--- src/rtl/i2c_bit_engine.sv ---
module i2c_bit_engine #(
  parameter int DLY_W = 8,
  parameter int TMO_W = 12
) (
  input  logic             clk,
  input  logic             rst_n,
  input  logic             cmd_valid,
  output logic             cmd_ready,
  input  logic [2:0]       cmd_op,
  input  logic [7:0]       cmd_wdata,
  input  logic             cmd_ack,
  input  logic [DLY_W-1:0] cfg_delay,
  input  logic [TMO_W-1:0] cfg_timeout,
  input  logic             cfg_sense,
  input  logic             scl_in,
  input  logic             sda_in,
  output logic             scl_pull,
  output logic             sda_pull,
  output logic             done,
  output logic [1:0]       status,
  output logic [7:0]       rdata
);
  localparam logic [2:0] OP_START = 3'd0, OP_RESTART = 3'd1, OP_STOP = 3'd2,
                         OP_WRITE = 3'd3, OP_READ = 3'd4, OP_ACKNAK = 3'd5;
  localparam logic [1:0] ST_OK = 2'd0, ST_ACK = 2'd1, ST_NAK = 2'd2, ST_TMO = 2'd3;

  typedef enum logic [2:0] {S_IDLE, S_SDA, S_RISE, S_HIGH, S_LOW, S_GAP} state_t;

  state_t           state;
  logic [2:0]       op;
  logic [DLY_W-1:0] cnt;
  logic [TMO_W-1:0] tcnt;
  logic [3:0]       bitcnt;
  logic [7:0]       shreg;
  logic             ackbit;

  wire [DLY_W-1:0] d_full = cfg_delay;
  wire [DLY_W-1:0] d_dn   = cfg_delay >> 1;
  wire [DLY_W-1:0] d_up   = cfg_delay - d_dn;
  wire             cnt_zero = (cnt == '0);

  assign cmd_ready = (state == S_IDLE);

  always_ff @(posedge clk or negedge rst_n) begin
    if (!rst_n) begin
      state    <= S_IDLE;
      op       <= OP_START;
      cnt      <= '0;
      tcnt     <= '0;
      bitcnt   <= '0;
      shreg    <= '0;
      ackbit   <= 1'b0;
      scl_pull <= 1'b0;
      sda_pull <= 1'b0;
      done     <= 1'b0;
      status   <= ST_OK;
      rdata    <= '0;
    end else begin
      done <= 1'b0;
      case (state)
        S_IDLE: if (cmd_valid) begin
          op     <= cmd_op;
          bitcnt <= '0;
          case (cmd_op)
            OP_START: begin
              sda_pull <= 1'b1; cnt <= d_full; state <= S_GAP;
            end
            OP_RESTART, OP_STOP: begin
              sda_pull <= (cmd_op == OP_STOP); cnt <= d_up; state <= S_SDA;
            end
            OP_WRITE: begin
              sda_pull <= !cmd_wdata[7];
              shreg    <= {cmd_wdata[6:0], 1'b0};
              cnt      <= d_up; state <= S_SDA;
            end
            OP_READ: begin
              sda_pull <= 1'b0; cnt <= d_up; state <= S_SDA;
            end
            OP_ACKNAK: begin
              sda_pull <= cmd_ack; cnt <= d_up; state <= S_SDA;
            end
            default: begin
              done <= 1'b1; status <= ST_OK;
            end
          endcase
        end
        S_SDA: begin
          if (cnt_zero) begin
            scl_pull <= 1'b0; tcnt <= '0; state <= S_RISE;
          end else cnt <= cnt - 1'b1;
        end
        S_RISE: begin
          if (!cfg_sense || scl_in) begin
            cnt <= d_full; state <= S_HIGH;
          end else if (tcnt == cfg_timeout) begin
            state <= S_IDLE; done <= 1'b1; status <= ST_TMO;
          end else tcnt <= tcnt + 1'b1;
        end
        S_HIGH: begin
          if (cnt_zero) begin
            bitcnt <= bitcnt + 1'b1;
            if (op == OP_WRITE && bitcnt == 4'd8) ackbit <= !sda_in;
            if (op == OP_READ) rdata <= {rdata[6:0], sda_in};
            if (op == OP_RESTART || op == OP_STOP) begin
              sda_pull <= (op == OP_RESTART); cnt <= d_full; state <= S_GAP;
            end else begin
              scl_pull <= 1'b1;
              cnt      <= (op == OP_READ && bitcnt != 4'd7) ? d_full : d_dn;
              state    <= S_LOW;
            end
          end else cnt <= cnt - 1'b1;
        end
        S_LOW: begin
          if (cnt_zero) begin
            if (op == OP_WRITE) begin
              if (bitcnt == 4'd9) begin
                state <= S_IDLE; done <= 1'b1; status <= ackbit ? ST_ACK : ST_NAK;
              end else if (bitcnt == 4'd8) begin
                sda_pull <= 1'b0; cnt <= d_up; state <= S_SDA;
              end else begin
                sda_pull <= !shreg[7]; shreg <= {shreg[6:0], 1'b0};
                cnt <= d_up; state <= S_SDA;
              end
            end else if (op == OP_READ && bitcnt != 4'd8) begin
              scl_pull <= 1'b0; tcnt <= '0; state <= S_RISE;
            end else begin
              state <= S_IDLE; done <= 1'b1; status <= ST_OK;
            end
          end else cnt <= cnt - 1'b1;
        end
        S_GAP: begin
          if (cnt_zero) begin
            if (op == OP_STOP) begin
              state <= S_IDLE; done <= 1'b1; status <= ST_OK;
            end else begin
              scl_pull <= 1'b1; cnt <= d_dn; state <= S_LOW;
            end
          end else cnt <= cnt - 1'b1;
        end
        default: state <= S_IDLE;
      endcase
    end
  end


  tmo_low_chk: assert property (@(posedge clk) disable iff (!rst_n)
    (done && status == ST_TMO) |-> $past(!scl_in && cfg_sense));


  rise_high_chk: assert property (@(posedge clk) disable iff (!rst_n)
    (state == S_HIGH && $past(state) == S_RISE) |-> $past(scl_in || !cfg_sense));


  sda_steady_chk: assert property (@(posedge clk) disable iff (!rst_n)
    (state == S_HIGH && $past(state) == S_HIGH) |-> $stable(sda_pull));


  done_idle_chk: assert property (@(posedge clk) disable iff (!rst_n)
    done |-> (cmd_ready && !$past(done)));


  accept_busy_chk: assert property (@(posedge clk) disable iff (!rst_n)
    (cmd_valid && cmd_ready && cmd_op <= OP_ACKNAK) |=> !cmd_ready);
endmodule

--- config.mk ---
export PLATFORM = sky130hd
export DESIGN_NAME = i2c_bit_engine
export DESIGN_NICKNAME = d
export VERILOG_FILES = /design/src/rtl/i2c_bit_engine.sv
export SDC_FILE = /design/constraint.sdc
export NUM_CORES = 1
export LEC_CHECK = 0
export BUFFER_PORTS_ARGS = -buffer_cell sky130_fd_sc_hd__buf_2
export CORE_UTILIZATION = 45
export CTS_BUF_LIST = sky130_fd_sc_hd__clkbuf_2 sky130_fd_sc_hd__clkbuf_4 sky130_fd_sc_hd__clkbuf_8
export DETAILED_ROUTE_END_ITERATION = 10
export GPL_TIMING_DRIVEN = 0
export PLACE_DENSITY_LB_ADDON = 0.12
export SYNTH_ARGS = -nofsm -noshare
export SYNTH_HDL_FRONTEND = slang
export SYNTH_SLANG_ARGS = --single-unit
--- constraint.sdc ---
create_clock -name clk -period 2.9 [get_ports clk]
set_clock_uncertainty 0.15 [all_clocks]
set_input_delay 0.435 -clock clk [delete_from_list [all_inputs] [get_ports clk]]
set_output_delay 0.435 -clock clk [all_outputs]
set_load 0.1 [all_outputs]
==> results of run 1 <==
==> power groups by stage <==
stage | sequential (mW) | combinational, mW | clock, mW
6_report | 1.06 | 2.04 | 0.437
5_1_grt | 1.08 | 2.22 | 0.478
4_1_cts | 1.05 | 2.00 | 0.452
3_5_place_dp | 1.07 | 1.99 | 0
3_3_place_gp | 1.06 | 1.97 | 0
2_1_floorplan | 1.22 | 1.36 | 0
==> Yosys cell counts, types with 5 or more instances <==
library cell  number
a21oi_1           24
buf_2              6
clkbuf_1          11
dfrtp_1           51
ha_1              14
inv_1             20
mux2_1            10
mux2i_1            9
nand2_1           34
nand2b_1           6
nand3_1           14
nor2_1            34
nor2b_1            5
nor3_1             9
o21a_1             7
o21ai_0           13
o21ai_1           33
o31ai_1            5
xor2_1            17
==> layer usage <==
layer / vias to the layer above / global-route usage / wire length (microns)
li1: 1655 / - / -
met1: 1632 / 0.327 / 4520
met2: 91 / 0.388 / 4380
met3: 11 / 0.0312 / 405
met4: 0 / 0.0495 / 105
met5: - / 0 / 0
==> layout by cell type, fill, tap and decap left out, types with 4 or more instances in the layout <==
cell type | netlist | routed
a21oi_1 | 24 | 24
a31oi_1 | 4 | 4
a32oi_1 | 4 | 4
and3_1 | 4 | 4
buf_2 | 6 | 57
clkbuf_1 | 11 | 10
clkbuf_8 | 0 | 5
dfrtp_1 | 51 | 51
ha_1 | 14 | 14
inv_1 | 20 | 20
mux2_1 | 10 | 10
mux2i_1 | 9 | 9
nand2_1 | 34 | 34
nand2b_1 | 6 | 6
nand3_1 | 14 | 14
nand4_1 | 4 | 4
nor2_1 | 34 | 34
nor2b_1 | 5 | 5
nor3_1 | 9 | 8
nor3b_1 | 4 | 4
o21a_1 | 7 | 7
o21ai_0 | 13 | 13
o21ai_1 | 33 | 33
o22ai_1 | 4 | 4
o31ai_1 | 5 | 5
or3_1 | 4 | 4
xor2_1 | 17 | 17
==> state kept, by name, indices dropped and copies added (netlist names) <==
name and count:
ackbit 1, bitcnt 4, cnt 8, done 1, op 3, rdata 8, scl_pull 1, sda_pull 1
shreg 7, state 3, status 2, tcnt 12
==> logic make-up (layout without fill, tap and decap cells) <==
logic type	count (synthesis)	after routing	share of synthesized area
multiplexers	22	22	0.0640
XOR/XNOR	19	19	0.0451
AND/OR/NAND/NOR	138	138	0.192
AO/OA/AOI/OAI	134	134	0.258
buffers and inverters	38	99	0.0427
adder cells (fa/ha/maj)	15	15	0.0529
flip-flops	51	51	0.346
==> layout make-up <==
class / instances / area, sq um / area share
timing repair buffer: 53 / 270 / 0.0643
clock buffer: 5 / 68.8 / 0.0164
tap: 102 / 128 / 0.0304
sequential: 51 / 1280 / 0.304
buffer: 18 / 83.8 / 0.0200
inverter: 20 / 75.1 / 0.0179
clock inverter: 3 / 23.8 / 0.00566
multi-input combinational: 328 / 2280 / 0.542
==> stage by stage <==
step | hold WS [ns] | util | instance area, sq um | total power, mW
after floorplan | -0.0106 | - | 3700 | 2.58
after global placement | 0.316 | 0.520 | 4080 | 3.03
after detailed placement | 0.327 | 0.520 | 4080 | 3.05
after CTS | 0.139 | 0.532 | 4180 | 3.50
after global routing | 0.154 | 0.535 | 4200 | 3.79
final | 0.144 | 0.535 | 4200 | 3.53
==> worst paths after layout <==
path / end / cells past startpoint / slack, ns
setup / recovery: cnt[1] / 10 / 0.23
hold / removal: ackbit / 2 / 0.14
max in group asynchronous: rdata[2] / 1 / 1.71
hold reg to reg: shreg[4] / 2 / 0.35
min in group asynchronous: cnt[2] / 1 / 0.19
setup reg to reg: cnt[1] / 10 / 0.23
==> timing repair <==
action | CTS | global route
gates resized for setup | 1 | 4
endpoints found under the hold margin | 0 | 0
pin swaps | 1 | 0
setup buffers | 0 | 2
setup endpoints to repair | 3 | 11
==> results_dict.tcl, run 1 <==
set metrics [dict create \
    status "finished clean" \
    hp-class "primary input to flop" \
    crit_type "flop to flop" \
    die_area_sq_um 8570 \
    fin_nets 530 \
    initial_core_util 0.471 \
    clockRootBuffer "clkbuf_8" \
    cp_num_buf_inv 4 \
    crit_chain "inv_1 -> ha_1 -> nor4b_4 -> buf_4 -> nand2_1 -> buf_2 -> o41ai_4 -> buf_2 -> nand2_1 -> o31a_1" \
    synth-main-ff-cell "dfrtp_1" \
    slew_headroom 0.232 \
    htreeDepth 2 \
    tns_ns 0 \
    cp_slowest_stage_delay_ns 0.51 \
    diodes 0 \
    yosys.area.top_type_share 0.346 \
    max_freq_mhz 374 \
    dp_hpwl_microns 7060 \
    yosys_warnings 0 \
    intPower_mw 1.77 \
    setup_viol 0 \
    synth-seq-area-share 0.346 \
    ctsLongestPathBuffers 2 \
    area_growth_pct 13.8 \
    first_pass_iters 5 \
    min_from "sda_in" \
    drv_cap 0 \
    async_reset_ff_frac 1.00 \
    grt_usage 0.234 \
    finalMaxSlewViolations 0 \
    clk_latency_ns 0.32 \
    fp.dieH_microns 92.6 \
    grt_pass1_vias 3260 \
    viasPerCell 5.84 \
    combPwrFrac 0.577 \
    cts_buffers 5 \
    final.fill_count 799 \
    numPortBuffers 51 \
    initialDrtViolationCount 340 \
    overflow 0 \
    hold_viol 0 \
    synth_nets 470 \
    pwr-share-seq 0.299 \
    arrival_ns 2.74 \
    row_count 32 \
    synth_area_leaders "dfrtp_1 (35%), ha_1 (4.7%), o21ai_1 (4.5%)" \
    drc 0 \
    switching_share 0.499 \
    pin_count 52 \
    cp_top_family "buffers and inverters" \
    synth_enable_flop_cells 0 \
    synth_cell_type_count 67 \
    place_congestion 0.888 \
    crit_path_max_fanout 10 \
    post-place-ws_ns -0.0164 \
    mappedNetlistArea_sq_um 3690 \
    cts_sinks 51 \
    crit_slowest_cell "o41ai_4" \
    hold_buffers 0 \
    cp-end-kind "flop" \
    postLayoutSetupSlackWorst_ns 0.226 \
    grt_max_degree 52 \
    min_period_ns 2.67 \
    core_sq_um 7850 \
    crit_start "cnt[0]" \
    avgSynthCellArea_sq_um 8.85 \
    p_switching_mw 1.76 \
    yosys.area.top_type "dfrtp_1" \
    rsz0062_at_grt "no" \
    ant_nets 0 \
    tightestPinTransition_ns 1.15 \
    die_x_microns 92.6 \
    period_share 0.922 \
    clk_pin_slew_ns 0.10 \
    power.density_nw_per_um2 840 \
    post_drt_wl_per_cell_microns 16.2 \
    drive_gt1_frac 0.186 \
    antenna_found_initial 0 \
    cp-start-kind "flop" \
    ys_ff_latch 51 \
    p_leak_nw 1.87 \
    fin_cells 580 \
    vdd_drop_max_uv 705 \
    required_ns 2.96 \
    dp.cells 570 \
    grt_pass1_wl_microns 15900 \
    reg2reg_from "cnt[0]" \
    clkPwrFrac 0.124 \
    synthCells 417 \
    cts_tree "done" \
    vias 3389 \
    wl_microns 9410 \
]
(Power assumes the default switching activity.)
==> run 2: changes to the inputs <==
CORE_UTILIZATION = 55   (was 45)
PLACE_DENSITY = 0.83   (was not set)
PLACE_DENSITY_LB_ADDON = not set   (was 0.12)
==> run 2 against run 1 <==
Net effect: first-iteration DRC count fell by 0.88%; sequential share of layout area rose by 0.35 points; setup slack got worse by 0.0019 ns; cell area fell by 1.1%; global-route usage rose by 3.1 points; die area fell by 18%; sequential power barely moved; critical path type unchanged; largest cell class unchanged; largest power group unchanged; highest routed layer unchanged.
==> results_dict.tcl, run 2 (synthesis gave the netlist of run 1 again) <==
set metrics [dict create \
    worstSetupEndpoint "cnt[3]" \
    crit_path_max_fanout 10 \
    vias 3464 \
    hold_viol 0 \
    p_leak_nw 1.86 \
    hp-class "primary input to flop" \
    cp-start-kind "flop" \
    placed_area_sq_um 4050 \
    setup_viol 0 \
    mostFrequentLayoutCells "buf_2 (57), dfrtp_1 (51), nand2_1 (34), nor2_1 (34), o21ai_1 (33)" \
    fin_nets 529 \
    drv_cap 0 \
    status "finished clean" \
    max_freq_mhz 374 \
    slew_headroom 0.229 \
    reg2regPathDepth 10 \
    diodes 0 \
    cts_sinks 51 \
    cts_buffers 5 \
    pin_count 52 \
    final.fill_count 553 \
    reg2reg_from "cnt[0]" \
    cp-end-kind "flop" \
    grt_pass1_vias 3186 \
    die_x_microns 83.9 \
    drc 0 \
    arrival_ns 2.73 \
    layout_commonest_cell "buf_2" \
    required_ns 2.95 \
    largest_register_ffs 12 \
    finalMaxSlewViolations 0 \
    period_share 0.923 \
    first_pass_iters 6 \
    tns_ns 0 \
    overflow 0 \
    vdd_drop_max_uv 852 \
    place_congestion 0.916 \
    clk_pin_slew_ns 0.11 \
    die_area_sq_um 7050 \
    top_regs "tcnt x12, cnt x8, rdata x8" \
    r2r_end "cnt[3]" \
    rsz0062_at_grt "no" \
    clk_latency_ns 0.32 \
    postLayoutCoreUtil 0.647 \
    ctsLongestPathBuffers 2 \
    ant_nets 0 \
    fp.dieH_microns 83.9 \
    drive_gt1_frac 0.178 \
    crit_start "cnt[0]" \
    crit_type "flop to flop" \
    min_period_ns 2.68 \
    initial_core_util 0.575 \
    tightestPinTransition_ns 1.16 \
    regMostFlops "tcnt" \
    clockRootBuffer "clkbuf_8" \
    wl_microns 8850 \
    grt_pass1_wl_microns 15000 \
    core_sq_um 6420 \
    grt_max_degree 52 \
    dp_hpwl_microns 6690 \
    r2r_slack_ns 0.22 \
    htreeDepth 2 \
    row_count 29 \
    antenna_found_initial 0 \
    grt_usage 0.265 \
    post_drt_wl_per_cell_microns 16.0 \
    cts_tree "done" \
    area_growth_pct 12.5 \
    power.density_nw_per_um2 840 \
    numPortBuffers 51 \
    fin_area_sq_um 4150 \
    viasPerCell 6.25 \
    initialDrtViolationCount 337 \
]
run 2: cell count changes in the layout (fill, tap and decap cells not counted), sizes merged:
| cell | previous run | this run |
|---|---|---|
| clkinvlp | 2 | 0 |
| buf | 60 | 59 |
| clkinv | 0 | 1 |
| inv | 21 | 22 |
run 2: layout make-up:
type / instances / area (sq um) / area share
Inverter: 20 / 75.1 / 0.0181
Multi-Input combinational cell: 328 / 2270 / 0.545
Tap cell: 77 / 96.3 / 0.0232
Timing Repair Buffer: 52 / 263 / 0.0633
Clock inverter: 3 / 26.3 / 0.00633
Clock buffer: 5 / 68.8 / 0.0166
Buffer: 18 / 82.6 / 0.0199
Sequential cell: 51 / 1280 / 0.307
run 2: layer usage:
layer	up-vias	wire, microns	GRT usage
met5	-	0	0
met4	0	197	0.0956
met3	22	639	0.0346
met2	160	4080	0.433
met1	1633	3930	0.361
li1	1649	-	-
run 2: through the flow:
stage / power [mW] / cells / worst slack [ns] / hold WS (ns)
floorplan: 2.58 / 417 / 0.203 / -0.0106
global placement: 2.97 / 545 / 0.0846 / 0.321
detailed placement: 3.01 / 545 / 0.0362 / 0.322
CTS: 3.47 / 553 / 0.00675 / 0.126
global route: 3.72 / 554 / 0.0454 / 0.144
finish: 3.49 / 554 / 0.224 / 0.131
run 2: what timing repair did:
item                                    in CTS  in global routing
hold buffers                                 0                  0
endpoints found under the setup margin       0                  9
gates resized for setup                      0                  1
setup buffers                                0                  1
run 2: report_power, final:
group	total, mW	leakage, nW	switching (mW)	internal, mW
logic	1.99	1.15	1.30	0.687
clock network	0.448	0.0491	0.270	0.178
registers	1.06	0.665	0.164	0.894
run 2: worst min-delay path by stage:
stage / start / to / cells after the start
finish: sda_in / ackbit / 2
global route: sda_in / ackbit / 2
CTS: sda_in / ackbit / 2
detailed placement: shreg[7] / shreg[7] / 2
global placement: shreg[3] / shreg[3] / 2
floorplan: rst_n / ackbit / 0
run 2: critical path: stages (launching register included):
cell       delay [ns]
dfrtp_1          0.41
inv_1            0.13
ha_1             0.17
nor4b_4          0.17
buf_4            0.19
nand3_1          0.15
a2bb2oi_1        0.25
buf_2            0.23
nor2_1           0.11
a2111oi_1        0.49
o21ai_1          0.10
